===== config.mk =====
export PLATFORM = sky130hd
export DESIGN_NAME = cfgx_xlate
export DESIGN_NICKNAME = d
export VERILOG_FILES = /design/src/rtl/cfgx_pkg.sv /design/src/rtl/cfgx_idsel_enc.sv /design/src/rtl/cfgx_word_build.sv /design/src/rtl/cfgx_lane_swap.sv /design/src/rtl/cfgx_xlate.sv
export SDC_FILE = /design/constraint.sdc
export NUM_CORES = 1
export LEC_CHECK = 0
export CAP_MARGIN = 20
export CELL_PAD_IN_SITES_DETAIL_PLACEMENT = 1
export CELL_PAD_IN_SITES_GLOBAL_PLACEMENT = 1
export CORE_MARGIN = 1
export CORE_UTILIZATION = 31
export DETAILED_ROUTE_END_ITERATION = 6
export MAX_ROUTING_LAYER = met4
export PLACE_DENSITY_LB_ADDON = 0.1
export SLEW_MARGIN = 10
export SYNTH_ARGS = -nofsm -noshare
export SYNTH_HDL_FRONTEND = slang
export SYNTH_SLANG_ARGS = --single-unit

===== constraint.sdc =====
create_clock -name clk -period 3 [get_ports clk]
set_input_delay 0.6 -clock clk [delete_from_list [all_inputs] [get_ports clk]]
set_output_delay 0.6 -clock clk [all_outputs]
set_load 0.05 [all_outputs]

===== src/rtl/cfgx_pkg.sv =====
`timescale 1ns/1ps
package cfgx_pkg;
    typedef enum logic [1:0] {
        SZ_BYTE = 2'd0,
        SZ_HALF = 2'd1,
        SZ_WORD = 2'd2,
        SZ_RSVD = 2'd3
    } cfgx_size_e;

    typedef enum logic [1:0] {
        ST_IDLE      = 2'd0,
        ST_ISSUE     = 2'd1,
        ST_WAIT_DATA = 2'd2,
        ST_REPLY     = 2'd3
    } cfgx_state_e;

    // Rejects a reserved size and any unaligned half or word.
    function automatic logic access_illegal(input logic [1:0] sz, input logic [1:0] lane);
        logic r;
        r = 1'b0;
        if (sz == SZ_RSVD) r = 1'b1;
        if (sz == SZ_HALF && lane[0]) r = 1'b1;
        if (sz == SZ_WORD && lane != 2'b00) r = 1'b1;
        return r;
    endfunction
endpackage


===== src/rtl/cfgx_idsel_enc.sv =====
`timescale 1ns/1ps
module cfgx_idsel_enc #(
    parameter int N = 11,
    parameter int W = $clog2(N + 1)
) (
    input  logic [N-1:0] sel,
    output logic [W-1:0] dev
);
    // Lowest set bit wins; nothing set maps to N.
    always_comb begin
        dev = W'(N);
        for (int i = N - 1; i >= 0; i--) begin
            if (sel[i]) dev = W'(i);
        end
    end
endmodule


===== src/rtl/cfgx_word_build.sv =====
`timescale 1ns/1ps
module cfgx_word_build #(
    parameter int          AW       = 32,
    parameter logic [31:0] WIN_BASE = 32'h8080_0000,
    parameter int          WIN_LOG2 = 22,
    parameter int          SEL_LO   = 11,
    parameter int          SEL_N    = 11
) (
    input  logic [AW-1:2] addr,
    output logic          in_window,
    output logic [31:0]   word
);
    localparam int DEV_W = $clog2(SEL_N + 1);

    logic [DEV_W-1:0] dev;

    cfgx_idsel_enc #(.N(SEL_N), .W(DEV_W)) u_enc (
        .sel (addr[SEL_LO +: SEL_N]),
        .dev (dev)
    );

    assign in_window = (addr[AW-1:WIN_LOG2] == WIN_BASE[AW-1:WIN_LOG2]);

    always_comb begin
        word        = '0;
        word[31]    = 1'b1;
        word[15:11] = 5'(dev);
        word[10:8]  = addr[10:8];
        word[7:2]   = addr[7:2];
    end
endmodule


===== src/rtl/cfgx_lane_swap.sv =====
`timescale 1ns/1ps
module cfgx_lane_swap #(
    parameter int DW = 32
) (
    input  logic [1:0]    size,
    input  logic [DW-1:0] din,
    output logic [DW-1:0] dout
);
    import cfgx_pkg::*;
    localparam int NB = DW / 8;

    logic [DW-1:0] rev;

    genvar b;
    generate
        for (b = 0; b < NB; b++) begin : g_rev
            assign rev[8*b +: 8] = din[8*(NB-1-b) +: 8];
        end
    endgenerate

    always_comb begin
        dout = din;
        unique case (size)
            SZ_BYTE: dout = din;
            SZ_HALF: begin
                dout       = '0;
                dout[15:0] = {din[7:0], din[15:8]};
            end
            SZ_WORD: dout = rev;
            default: dout = din;
        endcase
    end
endmodule


===== src/rtl/cfgx_xlate.sv =====
`timescale 1ns/1ps
module cfgx_xlate #(
    parameter logic [31:0] WIN_BASE = 32'h8080_0000,
    parameter int          WIN_LOG2 = 22,
    parameter int          SEL_LO   = 11,
    parameter int          SEL_N    = 11
) (
    input  logic        clk,
    input  logic        rst_n,
    input  logic        cpu_req_valid,
    output logic        cpu_req_ready,
    input  logic        cpu_req_write,
    input  logic [31:0] cpu_req_addr,
    input  logic [1:0]  cpu_req_size,
    input  logic [31:0] cpu_req_wdata,
    output logic        cpu_rsp_valid,
    output logic        cpu_rsp_err,
    output logic [31:0] cpu_rsp_rdata,
    output logic        cfg_valid,
    input  logic        cfg_ready,
    output logic        cfg_write,
    output logic [31:0] cfg_addr,
    output logic [1:0]  cfg_lane,
    output logic [1:0]  cfg_size,
    output logic [31:0] cfg_wdata,
    input  logic        cfg_rvalid,
    input  logic [31:0] cfg_rdata
);
    import cfgx_pkg::*;

    cfgx_state_e state, state_nx;

    logic        in_window;
    logic [31:0] new_word;
    logic [31:0] wdata_sw;
    logic [31:0] rdata_sw;
    logic        accept;
    logic        illegal;

    logic        q_write;
    logic [31:0] q_word;
    logic [1:0]  q_lane;
    logic [1:0]  q_size;
    logic [31:0] q_wdata;
    logic [31:0] q_rdata;
    logic        q_err;

    cfgx_word_build #(
        .AW(32), .WIN_BASE(WIN_BASE), .WIN_LOG2(WIN_LOG2),
        .SEL_LO(SEL_LO), .SEL_N(SEL_N)
    ) u_word (
        .addr      (cpu_req_addr[31:2]),
        .in_window (in_window),
        .word      (new_word)
    );

    cfgx_lane_swap #(.DW(32)) u_wswap (
        .size (cpu_req_size),
        .din  (cpu_req_wdata),
        .dout (wdata_sw)
    );

    cfgx_lane_swap #(.DW(32)) u_rswap (
        .size (q_size),
        .din  (cfg_rdata),
        .dout (rdata_sw)
    );

    assign cpu_req_ready = (state == ST_IDLE) && in_window;
    assign accept        = cpu_req_valid && cpu_req_ready;
    assign illegal       = access_illegal(cpu_req_size, cpu_req_addr[1:0]);

    // State register
    always_ff @(posedge clk) begin
        if (!rst_n) state <= ST_IDLE;
        else        state <= state_nx;
    end

    // Next state
    always_comb begin
        state_nx = state;
        unique case (state)
            ST_IDLE:      if (accept) state_nx = illegal ? ST_REPLY : ST_ISSUE;
            ST_ISSUE:     if (cfg_ready) state_nx = q_write ? ST_REPLY : ST_WAIT_DATA;
            ST_WAIT_DATA: if (cfg_rvalid) state_nx = ST_REPLY;
            ST_REPLY:     state_nx = ST_IDLE;
            default:      state_nx = ST_IDLE;
        endcase
    end

    // Captured access fields
    always_ff @(posedge clk) begin
        if (!rst_n) begin
            q_write <= 1'b0;
            q_word  <= '0;
            q_lane  <= '0;
            q_size  <= '0;
            q_wdata <= '0;
            q_rdata <= '0;
            q_err   <= 1'b0;
        end else begin
            if (accept) begin
                q_write <= cpu_req_write;
                q_word  <= new_word;
                q_lane  <= cpu_req_addr[1:0];
                q_size  <= cpu_req_size;
                q_wdata <= wdata_sw;
                q_rdata <= '0;
                q_err   <= illegal;
            end else if (state == ST_WAIT_DATA && cfg_rvalid) begin
                q_rdata <= rdata_sw;
            end
        end
    end

    // Outputs
    always_comb begin
        cfg_valid     = 1'b0;
        cpu_rsp_valid = 1'b0;
        cpu_rsp_err   = 1'b0;
        cpu_rsp_rdata = '0;
        unique case (state)
            ST_ISSUE: cfg_valid = 1'b1;
            ST_REPLY: begin
                cpu_rsp_valid = 1'b1;
                cpu_rsp_err   = q_err;
                cpu_rsp_rdata = q_rdata;
            end
            default: ;
        endcase
    end

    assign cfg_write = q_write;
    assign cfg_addr  = q_word;
    assign cfg_lane  = q_lane;
    assign cfg_size  = q_size;
    assign cfg_wdata = q_wdata;

    p_no_claim_r1: assert property (@(posedge clk) disable iff (!rst_n)
        (cpu_req_valid && cpu_req_addr[31:WIN_LOG2] != WIN_BASE[31:WIN_LOG2]) |-> !cpu_req_ready);

    p_word_shape_r4: assert property (@(posedge clk) disable iff (!rst_n)
        cfg_valid |-> (cfg_addr[31] && cfg_addr[30:16] == '0 && cfg_addr[1:0] == 2'b00));

    p_hold_r8: assert property (@(posedge clk) disable iff (!rst_n)
        (cfg_valid && !cfg_ready) |=> (cfg_valid && $stable(cfg_addr) && $stable(cfg_wdata)
                                       && $stable(cfg_lane) && $stable(cfg_size) && $stable(cfg_write)));

    p_pulse_r9: assert property (@(posedge clk) disable iff (!rst_n)
        cpu_rsp_valid |=> !cpu_rsp_valid);

    p_read_reply_r9: assert property (@(posedge clk) disable iff (!rst_n)
        (state == ST_WAIT_DATA && cfg_rvalid) |=> (cpu_rsp_valid && !cpu_rsp_err));

    p_reject_r10: assert property (@(posedge clk) disable iff (!rst_n)
        (accept && illegal) |=> (cpu_rsp_valid && cpu_rsp_err && !cfg_valid));
endmodule


==> metrics.cfg, run 1 <==
[synthesis]
ys_seq_elements = 86
netlist.area_leader.share_pct = 40.0
ys_seq_area_share_pct = 40.0
synth_top_area_cell = dfxtp_1
synth.area.top_cells = dfxtp_1, a22oi_1, and2_1, nor2_1, a21oi_1
avgSynthCellArea_um2 = 8.46
yosysUniqueCellTypes = 43
syn_inst = 509
synth_area_um2 = 4310
yosysWarnings = 0

[worst_setup_path]
end_kind = output pin
critical_path_class = primary input to output pin
critPathArrivalTime_ns = 2.08
crit_start = cpu_req_addr[24]
cp_num_buf_inv = 2
cp_max_fo = 3
max_stage_delay_ns = 0.52
crit_family = simple AND/OR/NAND/NOR gates
cp_cell_sequence = clkdlybuf4s50_1 -> nor3_1 -> and3_2 -> buf_12
worstSetupStartpointType = primary input
worstPathRequired_ns = 2.40
rr_startpoint = state[0]
worst_path_max_delay_cell = nor3_1

[global_routing]
antenna_found_initial = 0
grt_max_degree = 36
gr-usage-all-layers_pct = 21.1
grt_overflow = 0
grt_pass1_wl_um = 22800
first_global_vias = 4405

[sta]
skew_ns = 0.00284
hold_viol = 0
fmax_ghz = 0.373
maxSlewHeadroom_pct = 54.3
worst_pin_slew_ns = 0.685
finalCritPeriodShare_pct = 89.5
tns_ns = 0
finalCriticalPeriod_ns = 2.68
rsz0062_at_grt = no
slew_viol_final = 0
setup_viol = 0

[layout]
antenna_cells = 0
layout-drive-gt1-share_pct = 12.7
postLayoutCoreUtil_pct = 48.8
nNetsFinal = 796
area_growth_pct = 51.8

[clock_network]
cts_setup_buffers = 0
ctsResizeCount = 0
cts_made_buffers = 9
cts.sinks = 86
clk-insertion-delay-late_ns = 0.34
cts_tree = yes
cts_buffer_depth = 2
cts.clk_slew.worst_paths_ns = 0.06
cts-root-buf = clkbuf_16
cts.htree.levels = 3
holdBufCountCts = 0

[outcome]
status = complete, no violations

[power]
power_mw = 3.33
ir_drop_mv = 0.243
p_per_area_nw_per_um2 = 510
p_leak_nw = 2.47

[die]
io_pins = 209
rows = 42
die_w_um = 120
die-area_um2 = 14400
initial_core_util_pct = 32.1
coreArea_um2 = 13400
fp.dieH_um = 120

[detailed_routing]
drc_errors = 0
routed_wl_um = 14700
dr.first_iter.drc_count = 245
ant_nets = 0
avgViaCountPerCell = 5.10
drt-pass1-iter-count = 4
vias = 4398
wl_per_cell_um = 17.0

[place]
hpwl_um = 11200
port_buffers = 190
place_congestion = 0.798

[run]
maxCapViolCount = 0

[worst_hold_path]
hold_path.class = flip-flop to flip-flop
worstHoldStart = cfg_addr[31]

==> routing by layer <==
layer  global-route usage (%)  part of all wire [%]  vias to the layer above
met4                     7.81                   2.1                        0
met2                     35.0                    50                      170
li1                         -                     -                     2136
met5                        -                     0                        -
met3                     3.71                   5.9                       21
met1                     25.6                    42                     2071
==> where the power goes <==
group | total [mW] | switching [mW] | internal (mW)
logic | 0.810 | 0.457 | 0.354
clock network | 1.22 | 0.475 | 0.749
registers | 1.30 | 0.0555 | 1.24
total | 3.33 | 0.987 | 2.35
==> sequential cells by signal, indices dropped and copies added, names as in the netlist <==
register and count:
q_rdata 32, cfg_lane 2, cfg_addr 14, state 2, cfg_write 1, cfg_wdata 32, q_err 1, cfg_size 2
==> worst paths after layout <==
path / end / slack [ns] / cells after the start
hold / removal: cfg_addr[31] / 0.44 / 2
setup / recovery: cpu_req_ready / 0.32 / 4
setup reg to reg: cfg_wdata[3] / 0.89 / 6
hold reg to reg: cfg_addr[31] / 0.44 / 2
==> metrics by stage <==
stage | setup WS [ns] | cells | cell area (um2) | hold slack [ns]
2_1_floorplan | 0.785 | 526 | 4370 | 0.440
3_3_place_gp | 0.374 | 847 | 6220 | 0.433
3_5_place_dp | 0.244 | 847 | 6220 | 0.437
4_1_cts | 0.328 | 863 | 6540 | 0.447
5_1_grt | 0.262 | 863 | 6540 | 0.465
6_report | 0.316 | 863 | 6540 | 0.444
==> cell families (layout without fill, tap and decap cells) <==
group,Yosys count,count (layout),synth area share (%)
AO/OA/AOI/OAI,163,163,27.6
other,1,18,0.0870
AND/OR/NAND/NOR,175,175,20.1
flip-flops,86,86,40.0
adder cells (fa/ha/maj),10,10,2.90
buffers and inverters,73,234,9.18
multiplexers,1,1,0.232
==> tightest hold or removal path, cell delays in order (launching register included) <==
cell	delay, ns
dfxtp_1	0.31
nand2_1	0.05
nand2_1	0.04
==> layout make-up <==
type                            instances  area [um2]
Fill cell                            1581        6860
Multi-Input combinational cell        367        2270
Timing Repair Buffer                  206        1960
Inverter                               12        45.0
Sequential cell                        86        1720
Clock inverter                          6        85.1
Tap cell                              176         220
Clock buffer                           10         239
==> cell usage after synthesis, drive strengths merged <==
master   n
a211o    1
a211oi   1
a21o     1
a21oi   36
a221o   16
a221oi  16
a22o    16
a22oi   31
a32o     1
a41oi    1
and2    34
and3     1
and4bb   1
buf     38
clkbuf  23
conb     1
dfxtp   86
ha      10
inv     12
mux2i    1
nand2   40
nand2b   1
nand3    1
nand4    1
nor2    56
nor2b    4
nor3    34
nor4     1
nor4b    1
o211ai   3
o21ai   34
o221a    1
o22ai    3
o31ai    2
==> placed cells by master (no fill, tap or decap), drive strengths merged, types with 2 or more instances in the layout <==
cell / instances
a22o: 16
o22ai: 3
o211ai: 3
o21ai: 34
and2: 34
nor2b: 4
clkbuf: 10
clkdlybuf4s50: 156
a21oi: 36
dfxtp: 86
o31ai: 2
nor3: 34
nand2: 40
buf: 50
nor2: 56
clkinvlp: 2
conb: 18
ha: 10
clkinv: 2
a221o: 16
a221oi: 16
inv: 12
a22oi: 31
bufinv: 2
Note: power is estimated with default switching activity, not from simulation.
==> run 2: changes to the inputs <==
--- a/config.mk
+++ b/config.mk
@@ -12,7 +12,7 @@
 export CORE_UTILIZATION = 31
 export DETAILED_ROUTE_END_ITERATION = 6
 export MAX_ROUTING_LAYER = met4
-export PLACE_DENSITY_LB_ADDON = 0.1
+export PLACE_DENSITY = 0.84
 export SLEW_MARGIN = 10
 export SYNTH_ARGS = -nofsm -noshare
 export SYNTH_HDL_FRONTEND = slang
==> run 2 against run 1 <==
Via count up 3.0%; die area unchanged; global-route usage up 0.61 points; final area down 0.17%; first-iteration DRC count down 2.9%; sequential power about the same; worst setup slack better by 0.11 ns; non-clock buffer count down 3; core utilization down 0.084 points; worst hold slack worse by 0.00066 ns; wire length up 4.1%; total power up 0.25%; critical path type unchanged; critical endpoint unchanged; largest power group unchanged.
==> metrics.cfg, run 2 (synthesis gave the netlist of run 1 again) <==
[outcome]
status = complete, no violations

[sta]
slew_viol_final = 0  ; unchanged
setup_viol = 0  ; unchanged
worst_pin_slew_ns = 0.604  ; -0.0810 ns
skew_ns = 0.00954  ; +0.00671 ns
rsz0062_at_grt = no
finalCritPeriodShare_pct = 85.9  ; -3.6 points
fmax_ghz = 0.388  ; +4.2%
tns_ns = 0  ; unchanged
maxSlewHeadroom_pct = 59.7  ; +5.4 points
finalCriticalPeriod_ns = 2.58  ; -0.108 ns
hold_viol = 0  ; unchanged
whs_ns = 0.443  ; -0.000664 ns

[layout]
final_common_cell = clkdlybuf4s50_1
nNetsFinal = 793  ; -0.38%
layout-drive-gt1-share_pct = 12.1  ; -0.53 points
nFillCells = 1550  ; -2.0%
area_growth_pct = 51.6
antenna_cells = 0  ; unchanged
final_cell_mix = clkdlybuf4s50_1, dfxtp_1, nor2_1
postLayoutCoreUtil_pct = 48.7  ; -0.084 points

[die]
io_pins = 209  ; unchanged
die_w_um = 120  ; unchanged
fp.dieH_um = 120  ; unchanged
coreArea_um2 = 13400  ; unchanged
rows = 42  ; unchanged
die-area_um2 = 14400  ; unchanged
initial_core_util_pct = 32.1  ; unchanged

[worst_setup_path]
worstSetupStartpointType = primary input
critPathArrivalTime_ns = 1.98  ; -0.10 ns
worstPathRequired_ns = 2.40  ; about the same
critical_path_class = primary input to output pin
end_kind = output pin
worst_path_max_delay_cell = nor3_1
cp_max_fo = 3  ; unchanged
rr_startpoint = state[0]
reg2reg_slack_ns = 0.91  ; +0.02 ns
reg2regPathDepth = 6  ; unchanged
cp_cell_sequence = clkdlybuf4s50_1 -> nor3_1 -> and3_2 -> buf_12
max_stage_delay_ns = 0.46  ; -0.06 ns
r2r-end = cfg_wdata[2]

[place]
port_buffers = 190  ; unchanged
place_congestion = 0.886  ; +11%
hpwl_um = 11600  ; +3.8%

[power]
p_leak_nw = 2.46  ; -0.41%
power_mw = 3.34  ; +0.25%
ir_drop_mv = 0.247  ; +1.6%
pwr-share-clk_pct = 36.6  ; about the same
switching_share_pct = 30.2  ; +0.56 points
switchingPower_mw = 1.01  ; +2.2%
power_frac_comb_pct = 24.4  ; about the same
p_per_area_nw_per_um2 = 512  ; +0.42%
p_int_mw = 2.33  ; -0.56%
seq_power_share_pct = 39.0  ; about the same

[detailed_routing]
avgViaCountPerCell = 5.27  ; +3.4%
vias = 4531  ; +3.0%
routed_wl_um = 15300  ; +4.1%
drt-pass1-iter-count = 5  ; +1
wl_per_cell_um = 17.8  ; +4.5%
drc_errors = 0  ; unchanged
ant_nets = 0  ; unchanged
dr.first_iter.drc_count = 238  ; -2.9%

[global_routing]
gr-usage-all-layers_pct = 21.7  ; +0.61 points
grt_max_degree = 50  ; +39%
grt_pass1_wl_um = 23800  ; +4.3%
antenna_found_initial = 0  ; unchanged
first_global_vias = 4620  ; +4.9%
grt_overflow = 0  ; unchanged

[clock_network]
cts_buffer_depth = 2  ; unchanged
ctsResizeCount = 0  ; unchanged
cts_tree = yes
cts_made_buffers = 9  ; unchanged
cts.htree.levels = 3  ; unchanged
holdBufCountCts = 0  ; unchanged
cts.clk_slew.worst_paths_ns = 0.06  ; about the same
cts.sinks = 86  ; unchanged
cts_setup_buffers = 0  ; unchanged
clk-insertion-delay-late_ns = 0.34  ; about the same
cts-root-buf = clkbuf_16

[worst_hold_path]
worstHoldStart = cfg_addr[31]
worstHoldEndpoint = cfg_addr[31]
hold_path.class = flip-flop to flip-flop
whs_path_depth = 2  ; unchanged

[run]
maxCapViolCount = 0  ; unchanged

run 2: through the flow:
step	area, um2	setup WS, ns	instances
after global routing	6530	0.368	860
after detailed placement	6210	0.329	844
after global placement	6210	0.415	844
after floorplan	4370	0.785	526
after CTS	6530	0.412	860
final	6530	0.424	860
run 2: final cells by class:
class | count | area [um2] | area share (%)
well taps | 176 | 220 | 3.37
multi-input cells | 367 | 2270 | 34.7
flip-flops and latches | 86 | 1720 | 26.4
repair buffers | 203 | 1950 | 29.9
inverters | 12 | 45.0 | 0.690
clock inverters | 6 | 93.8 | 1.44
clock buffers | 10 | 229 | 3.51
run 2: worst max path at each step:
stage,start,end,slack [ns]
after global placement,cpu_req_addr[26],cfg_wdata[2],0.42
after detailed placement,cpu_req_addr[26],cfg_wdata[2],0.33
after floorplan,state[1],cpu_rsp_rdata[10],0.78
final,cpu_req_addr[26],cpu_req_ready,0.42
after CTS,cpu_req_addr[26],cpu_req_ready,0.41
after global routing,cpu_req_addr[26],cpu_req_ready,0.37
run 2: layer usage:
layer / vias to the layer above / share of wire (%) / wire length [um] / GRT usage [%]
li1: 2130 / - / - / -
met1: 2180 / 41 / 6320 / 25.6
met2: 204 / 49 / 7480 / 36.3
met3: 17 / 8.5 / 1300 / 6.04
met4: 0 / 1.2 / 184 / 5.94
met5: - / 0 / 0 / -
run 2: power by group through the flow:
stage / clock network, mW / registers [mW] / logic [mW]
5_1_grt: 1.30 / 1.31 / 0.897
3_5_place_dp: 0 / 1.33 / 0.817
6_report: 1.22 / 1.30 / 0.816
2_1_floorplan: 0 / 1.31 / 0.527
4_1_cts: 1.26 / 1.30 / 0.825
3_3_place_gp: 0 / 1.32 / 0.780
run 2: worst max-delay path, delay by kind of cell:
family	cells	cell delay, ns
buf+inv	2	0.57
simple gates	2	0.81
